===== config.mk =====
export PLATFORM = sky130hd
export DESIGN_NAME = addr_dehasher
export DESIGN_NICKNAME = d
export VERILOG_FILES = /design/src/rtl/addr_dehash_pkg.sv /design/src/rtl/dehash_mask_gen.sv /design/src/rtl/dehash_lane.sv /design/src/rtl/addr_dehasher.sv
export SDC_FILE = /design/constraint.sdc
export NUM_CORES = 1
export LEC_CHECK = 0
export CORE_MARGIN = 5
export CORE_UTILIZATION = 30
export CTS_CLUSTER_SIZE = 16
export DETAILED_ROUTE_END_ITERATION = 6
export GPL_TIMING_DRIVEN = 1
export PLACE_DENSITY = 0.72
export REMOVE_ABC_BUFFERS = 1
export SLEW_MARGIN = 40
export SYNTH_ARGS = -nofsm -noshare
export SYNTH_HDL_FRONTEND = slang
export SYNTH_SLANG_ARGS = --single-unit

===== constraint.sdc =====
create_clock -name clk -period 1.4 [get_ports clk]
set_input_delay 0.35 -clock clk [delete_from_list [all_inputs] [get_ports clk]]
set_output_delay 0.35 -clock clk [all_outputs]
set_load 0.05 [all_outputs]

===== src/rtl/addr_dehash_pkg.sv =====
package addr_dehash_pkg;

    localparam int MASK_W   = 16;
    localparam int LANES    = 5;
    localparam int BASE_BIT = 8;
    localparam int TERMS    = 4;

    typedef enum logic [1:0] {
        CHAN_2  = 2'd0,
        CHAN_4  = 2'd1,
        CHAN_8  = 2'd2,
        CHAN_16 = 2'd3
    } chan_sel_e;

    typedef logic [MASK_W-1:0] sel_mask_t;

    // Address position restored by lane i: 8, 9, 12, 13, 14
    function automatic int lane_target(input int lane);
        return (lane < 2) ? (BASE_BIT + lane) : (BASE_BIT + 2 + lane);
    endfunction

    // Partner bit for lane and page term (0=64K, 1=2M, 2=1G, 3=1T)
    function automatic int lane_src(input int lane, input int term);
        int base;
        case (term)
            0:       base = 16;
            1:       base = 21;
            2:       base = 30;
            default: base = 40;
        endcase
        return base + lane;
    endfunction

    // Open a run of zero bits of the given width at position 'at'
    function automatic sel_mask_t open_gap(input sel_mask_t v, input int at, input int width);
        sel_mask_t low_keep;
        sel_mask_t upper;
        low_keep = (sel_mask_t'(1) << at) - sel_mask_t'(1);
        upper    = (v >> at) << (at + width);
        return (v & low_keep) | upper;
    endfunction

endpackage


===== src/rtl/dehash_mask_gen.sv =====
module dehash_mask_gen
    import addr_dehash_pkg::*;
(
    input  chan_sel_e chan_sel,
    input  logic      gran_2k,
    output sel_mask_t mask
);
    localparam int RUN_W = 5;

    logic [RUN_W-1:0] run_len;
    sel_mask_t        contig;

    always_comb begin
        run_len = (RUN_W'(2) << chan_sel) - RUN_W'(1);
        contig  = sel_mask_t'(run_len[RUN_W-2:0]) << BASE_BIT;
        if (gran_2k)
            mask = open_gap(contig, BASE_BIT + 1, 3);
        else
            mask = open_gap(contig, BASE_BIT + 2, 2);
    end

endmodule


===== src/rtl/dehash_lane.sv =====
module dehash_lane
    import addr_dehash_pkg::*;
#(
    parameter int ADDR_W = 52,
    parameter int LANE   = 0
) (
    input  logic [ADDR_W-1:0] addr,
    input  logic [TERMS-1:0]  page_en,
    input  logic              sel,
    output logic              fixed_bit
);
    localparam int TGT = lane_target(LANE);

    logic [TERMS-1:0] partners;
    logic             parity;

    for (genvar t = 0; t < TERMS; t++) begin : g_term
        assign partners[t] = addr[lane_src(LANE, t)];
    end

    always_comb begin
        parity    = ^(partners & page_en);
        fixed_bit = addr[TGT] ^ (sel & parity);
    end

endmodule


===== src/rtl/addr_dehasher.sv =====
module addr_dehasher
    import addr_dehash_pkg::*;
#(
    parameter int ADDR_W = 52
) (
    input  logic              clk,
    input  logic              rst,
    input  logic              in_valid,
    input  logic [ADDR_W-1:0] in_addr,
    input  logic [1:0]        chan_sel,
    input  logic              gran_2k,
    input  logic [3:0]        page_en,
    output logic              out_valid,
    output logic [ADDR_W-1:0] out_addr,
    output logic [15:0]       out_mask
);
    typedef struct packed {
        logic              vld;
        logic [ADDR_W-1:0] addr;
        sel_mask_t         mask;
    } stage_t;

    sel_mask_t         sel_mask;
    logic [LANES-1:0]  fixed;
    logic [ADDR_W-1:0] next_addr;
    stage_t            stage_q;

    dehash_mask_gen u_mask (
        .chan_sel (chan_sel_e'(chan_sel)),
        .gran_2k  (gran_2k),
        .mask     (sel_mask)
    );

    for (genvar i = 0; i < LANES; i++) begin : g_lane
        dehash_lane #(.ADDR_W(ADDR_W), .LANE(i)) u_lane (
            .addr      (in_addr),
            .page_en   (page_en),
            .sel       (sel_mask[lane_target(i)]),
            .fixed_bit (fixed[i])
        );
    end

    always_comb begin
        next_addr = in_addr;
        for (int i = 0; i < LANES; i++)
            next_addr[lane_target(i)] = fixed[i];
    end

    always_ff @(posedge clk) begin
        if (rst) begin
            stage_q <= '0;
        end else begin
            stage_q.vld <= in_valid;
            if (in_valid) begin
                stage_q.addr <= next_addr;
                stage_q.mask <= sel_mask;
            end
        end
    end

    assign out_valid = stage_q.vld;
    assign out_addr  = stage_q.addr;
    assign out_mask  = stage_q.mask;

endmodule


==> results of run 1 <==
[sequential cells by signal, summed over array words and instances (netlist names)]
name       flops
out_addr      52
out_mask       5
out_valid      1
[Yosys cell counts (all sizes together)]
master / number
a311oi: 1
o21ai: 1
nand2b: 3
conb: 1
a21oi: 1
a21o: 1
nor4: 3
nor2b: 1
buf: 18
nor2: 63
xnor3: 1
clkbuf: 6
mux2i: 55
or3: 1
xor2: 1
xnor2: 13
nand2: 20
dfxtp: 58
nand3: 3
and3: 1
o21a: 1
[layer usage]
metal / GRT usage / vias up / wire (um)
li1: - / 1066 / -
met5: 0 / - / 0
met1: 0.158 / 1017 / 2750
met2: 0.234 / 88 / 3560
met3: 0.0799 / 10 / 797
met4: 0.0546 / 0 / 91
[logic make-up after synthesis]
| group | count (synthesis) | share of synthesized area |
|---|---|---|
| and+or+nand+nor | 95 | 0.159 |
| DFF | 58 | 0.481 |
| muxes | 55 | 0.228 |
| buffers and inverters | 24 | 0.0570 |
| xor gates and xnor gates | 15 | 0.0601 |
| AOI/OAI and AO/OA | 5 | 0.0140 |
| other | 1 | 0.00155 |
[critical path: cells and delay by family]
family	cells	cell delay, ps
muxes	1	250
buffers and inverters	1	490
xor gates and xnor gates	2	350
and+or+nand+nor	2	140
[where the power goes]
group	internal (uW)	leakage [uW]	switching (uW)	total [uW]
combinational	731	0.00153	724	1450
sequential	1760	0.000479	110	1860
clock	1180	0.000111	700	1880
total	3660	0.00212	1530	5200
[metrics by stage]
stage | power [uW] | hold WS, ps | util
CTS | 5260 | 402 | 0.595
floorplan | 2510 | 422 | -
detailed placement | 3340 | 497 | 0.561
finish | 5200 | 308 | 0.602
global route | 5410 | 331 | 0.602
global placement | 3320 | 493 | 0.561
[worst max path at each step]
| stage | start | endpoint | slack (ps) | depth (start not counted) |
|---|---|---|---|---|
| 6_report | in_addr[41] | out_addr[9]$_SDFFE_PP0P_ | 30 | 6 |
| 5_1_grt | in_addr[44] | out_addr[14]$_SDFFE_PP0P_ | -10 | 6 |
| 4_1_cts | in_addr[17] | out_addr[9]$_SDFFE_PP0P_ | 9 | 6 |
| 3_5_place_dp | in_addr[42] | out_addr[12]$_SDFFE_PP0P_ | -550 | 6 |
| 3_3_place_gp | page_en[3] | out_addr[12]$_SDFFE_PP0P_ | -520 | 6 |
| 2_1_floorplan | page_en[1] | out_addr[12]$_SDFFE_PP0P_ | 90 | 5 |
[cell type report]
class / instances / area (um^2)
well taps: 102 / 128
clock buffers: 9 / 124
clock inverters: 7 / 118
repair buffers: 132 / 1910
fillers: 638 / 3090
flip-flops and latches: 58 / 1160
multi-input cells: 181 / 1240
[repair_timing]
item	CTS	global route
endpoints found under the setup margin	5	5
gates resized for setup	15	13
setup buffers	0	0
pin swaps	7	9
==> key figures, run 1 <==
Logic synthesis
  – Top cell type's share of synthesized area: 0.481
  – Post-synthesis cell type count: 23
  – Cell Area, Synth: 2410 um^2
  – #FFs+latches synth: 58
  – Post-synth top area cell: dfxtp_1
  – Cells after Synth: 253
  – Register area share after synthesis: 0.481
  – Largest cells by area after synthesis: dfxtp_1 48%, mux2i_1 23%, nor2_1 9.8%, xnor2_1 4.7%, buf_4 3.4%
  – Yosys Warn Count: 0
  – Syn avg cell area: 9.54 um^2

Floorplan
  – Standard-cell rows: 32
  – Starting Density: 0.311
  – DIE WIDTH: 99.7 um
  – Chip height: 99.7 um
  – Total die area: 9940 um^2
  – Core area: 7770 um^2
  – Ports: 131

STA
  – Peak Freq: 732 MHz
  – Setup Viol. Count Final: 0
  – Crit path time final: 1370 ps
  – Final slew viol count: 0
  – Crit share post-route: 0.976
  – RSZ-0062 raised after global routing: yes
  – Layout Skew: 0 ps
  – Final Hold Viols: 0
  – Setup ws final: 33.1 ps
  – Setup TNS: 0 ps

Place
  – Setup WS pre-CTS: -546 ps
  – Placed Cells: 473
  – Post-detail-place hpwl: 5690 um
  – PortBufs: 119
  – Placed cell area: 4350 um^2
  – GP Congestion: 0.717

Layout
  – Most frequent cells in the layout: 63 x nor2_1, 62 x buf_12, 58 x dfxtp_1, 55 x mux2i_1, 45 x clkdlybuf4s50_1
  – Leading cell type in the layout, fill and taps excluded: nor2_1
  – # diodes: 0
  – Layout cells sized above 1: 0.266
  – Non-filler cells, final: 489
  – Synth-to-layout area growth: 93.8%
  – Nets@finish: 444
  – Final Instance Area: 4680 um^2

Critical path
  – CP Launch Type: input port
  – Reg-to-reg endpoint: out_addr[14]$_SDFFE_PP0P_
  – RR Startpoint: out_addr[14]$_SDFFE_PP0P_
  – Worst-path cell chain: clkdlybuf4s50_1 -> nand2_1 -> xnor2_2 -> xnor2_2 -> mux2i_1 -> nor4_2
  – CP Class: in -> reg
  – R2r setup slk: 610 ps
  – Req. time, crit path: 1620 ps
  – Max FO, Critical Path: 2
  – Critical path's largest stage delay: 490 ps
  – CP endpoint kind: flip-flop
  – Most frequent CP cell: xnor2_2
  – Crit-path slowest cell: clkdlybuf4s50_1
  – Reg2Reg Depth: 2
  – Critical Path AT: 1590 ps

CTS
  – # clock sinks: 58
  – TritonCTS clock tree: built
  – TritonCTS Buffers: 9
  – CTS Hold Buffers Added: 0
  – Clk buf depth: 2
  – Root buf cell: clkbuf_8
  – Clk slew on worst S/H paths: 70 ps
  – Worst skew pair latency: 340 ps
  – Htree depth: 3

Hold path
  – Worst hold path depth: 3
  – Hold WC Path Type: in -> reg
  – Worst Hold Path EP: out_addr[40]$_SDFFE_PP0P_
  – Source of the worst hold timing path: in_addr[40]

Pwr
  – Leak Pwr: 0.00212 uW
  – Power Density: 1110 nW/um^2
  – Peak VDD IR: 604 uV

Routing
  – DR vias/cell: 4.46
  – WL final: 7200 um
  – Mean routed wirelength per cell: 14.7 um
  – Via count: 2,181
  – Post-route DRC: 0
  – DR iter-0 viols: 43
  – TritonRoute pass-1 iters: 4
  – Routed Antenna Nets: 0

GRT
  – Maximum number of pins on one net before global-route repair: 33
  – GRT overflow: 0
  – Number of global-route vias before repair: 2,234
  – Antenna violations before repair: 0
  – First-pass GRT wire length: 11,200 um
  – Global Route Usage Sum: 0.145

Outcome
  – Status: completed

Flow run
  – Max cap viols: 0
No activity file was read; power rests on OpenSTA's default activity.
==> inputs of run 2 (changes only) <==
Settings changed: CORE_UTILIZATION 30 to 34, PLACE_DENSITY 0.72 to 0.79.
==> run 2 against run 1 <==
Net effect: total power decreased by 11%; critical path depth unchanged; fmax increased by 0.28%; largest cell class unchanged.
==> key figures, run 2 (same netlist as run 1, synthesis figures left out) <==
Outcome
  – Status: completed

Layout
  – Synth-to-layout area growth: 90.9%
  – FILL cells: 538
  – Most frequent cells in the layout: 63 x nor2_1, 61 x buf_12, 58 x dfxtp_1, 55 x mux2i_1, 45 x clkdlybuf4s50_1
  – Non-filler cells, final: 487
  – Leading cell type in the layout, fill and taps excluded: nor2_1
  – Max reg flops: 52
  – Layout cells sized above 1: 0.266
  – # diodes: 0
  – Util after Layout: 0.671
  – Nets@finish: 448

Critical path
  – CP Class: in -> reg
  – Req. time, crit path: 1630 ps
  – CP Launch Type: input port
  – Max FO, Critical Path: 2
  – Critical Path AT: 1590 ps
  – CP endpoint kind: flip-flop

CTS
  – Setup bufs post-CTS: 0
  – TritonCTS clock tree: built
  – Clk buf depth: 2
  – Worst skew pair latency: 330 ps
  – Clk slew on worst S/H paths: 60 ps
  – TritonCTS Buffers: 9
  – Htree depth: 3
  – # clock sinks: 58
  – Root buf cell: clkbuf_8

Floorplan
  – DIE WIDTH: 94.3 um
  – Starting Density: 0.352
  – Chip height: 94.3 um
  – Ports: 131
  – Total die area: 8890 um^2
  – Standard-cell rows: 30
  – Core area: 6870 um^2

Place
  – PortBufs: 119
  – Placed Cells: 471
  – Post-detail-place hpwl: 5550 um
  – GP Congestion: 0.789

Routing
  – DR iter-0 viols: 36
  – Mean routed wirelength per cell: 14.6 um
  – WL final: 7130 um
  – Routed Antenna Nets: 0
  – DR vias/cell: 4.48
  – Post-route DRC: 0
  – TritonRoute pass-1 iters: 4
  – Via count: 2,180

STA
  – Final slew viol count: 0
  – Layout Skew: 0 ps
  – Peak Freq: 734 MHz
  – Setup Viol. Count Final: 0
  – Crit share post-route: 0.974
  – Final Hold Viols: 0
  – Crit path time final: 1360 ps

Pwr
  – Power Density: 1000 nW/um^2
  – Peak VDD IR: 660 uV
  – Leak Pwr: 0.00211 uW

GRT
  – First-pass GRT wire length: 10,900 um
  – Antenna violations before repair: 0
  – GRT overflow: 0
  – Number of global-route vias before repair: 2,204
  – Global Route Usage Sum: 0.161
  – Maximum number of pins on one net before global-route repair: 30

Flow run
  – Max cap viols: 0

Hold path
  – Hold WC Path Type: in -> reg
[run 2: cell types whose count changed in the layout (fill, tap and decap cells not counted), moves of 2 or more]
cell             before  now
buf_4                10   15
bufinv_16             3    0
clkbuf_1              0    3
clkdlybuf4s15_1       0    2
clkinv_2              1    3
clkinvlp_4            3    0
dlygate4sd2_1         9    7
nor4_1                1    3
nor4_2                2    0
[run 2: routing by layer]
metal,track usage,share of wire
met1,0.172,0.38
met2,0.272,0.50
met3,0.0897,0.11
met4,0.0469,0.0098
met5,0,0
[run 2: path summary, 6_finish.rpt]
check                                  from                   endpoint  slack [ps]  depth (start not counted)
setup / recovery                in_addr[44]  out_addr[14]$_SDFFE_PP0P_          40                          6
hold / removal                  in_addr[16]  out_addr[16]$_SDFFE_PP0P_         310                          3
setup reg to reg  out_addr[13]$_SDFFE_PP0P_  out_addr[13]$_SDFFE_PP0P_         610                          2
hold reg to reg    out_mask[8]$_SDFFE_PP0P_   out_mask[8]$_SDFFE_PP0P_         510                          2
[run 2: repair_timing]
action                                  CTS  global route
endpoints found under the setup margin    5             5
resized for setup                        13            17
hold buffers                              0             0
pin swaps                                 6            12
[run 2: metrics by stage]
step | setup WS [ps] | total power [uW] | hold WS, ps | TNS [ps] | cell area [um^2]
floorplan | 92.9 | 2510 | 422 | 0 | 2310
global placement | -538 | 3320 | 493 | -2600 | 4360
detailed placement | -564 | 3340 | 511 | -2970 | 4360
CTS | 18.6 | 4670 | 401 | 0 | 4540
global route | -13.0 | 4850 | 363 | -24.8 | 4610
finish | 36.9 | 4620 | 314 | 0 | 4610
[run 2: final cells by class]
| class | instances | area (um^2) | share of cell area |
|---|---|---|---|
| timing repair buffer | 136 | 1930 | 0.419 |
| multi-input combinational | 181 | 1230 | 0.267 |
| sequential | 58 | 1160 | 0.252 |
| clock buffer | 13 | 149 | 0.0323 |
| tap | 96 | 120 | 0.0261 |
| clock inverter | 3 | 15.0 | 0.00326 |
[run 2: worst max-delay path, cell delays in order]
cell and delay (ps):
clkdlybuf4s50_1 490, nand2_1 110, xnor2_2 230, xnor2_2 150, mux2i_1 210, nor4_1 60
[run 2: report_power, final]
| group | switching [uW] | total, uW | internal [uW] |
|---|---|---|---|
| logic | 724 | 1460 | 732 |
| registers | 108 | 1860 | 1760 |
| clock network | 620 | 1300 | 682 |
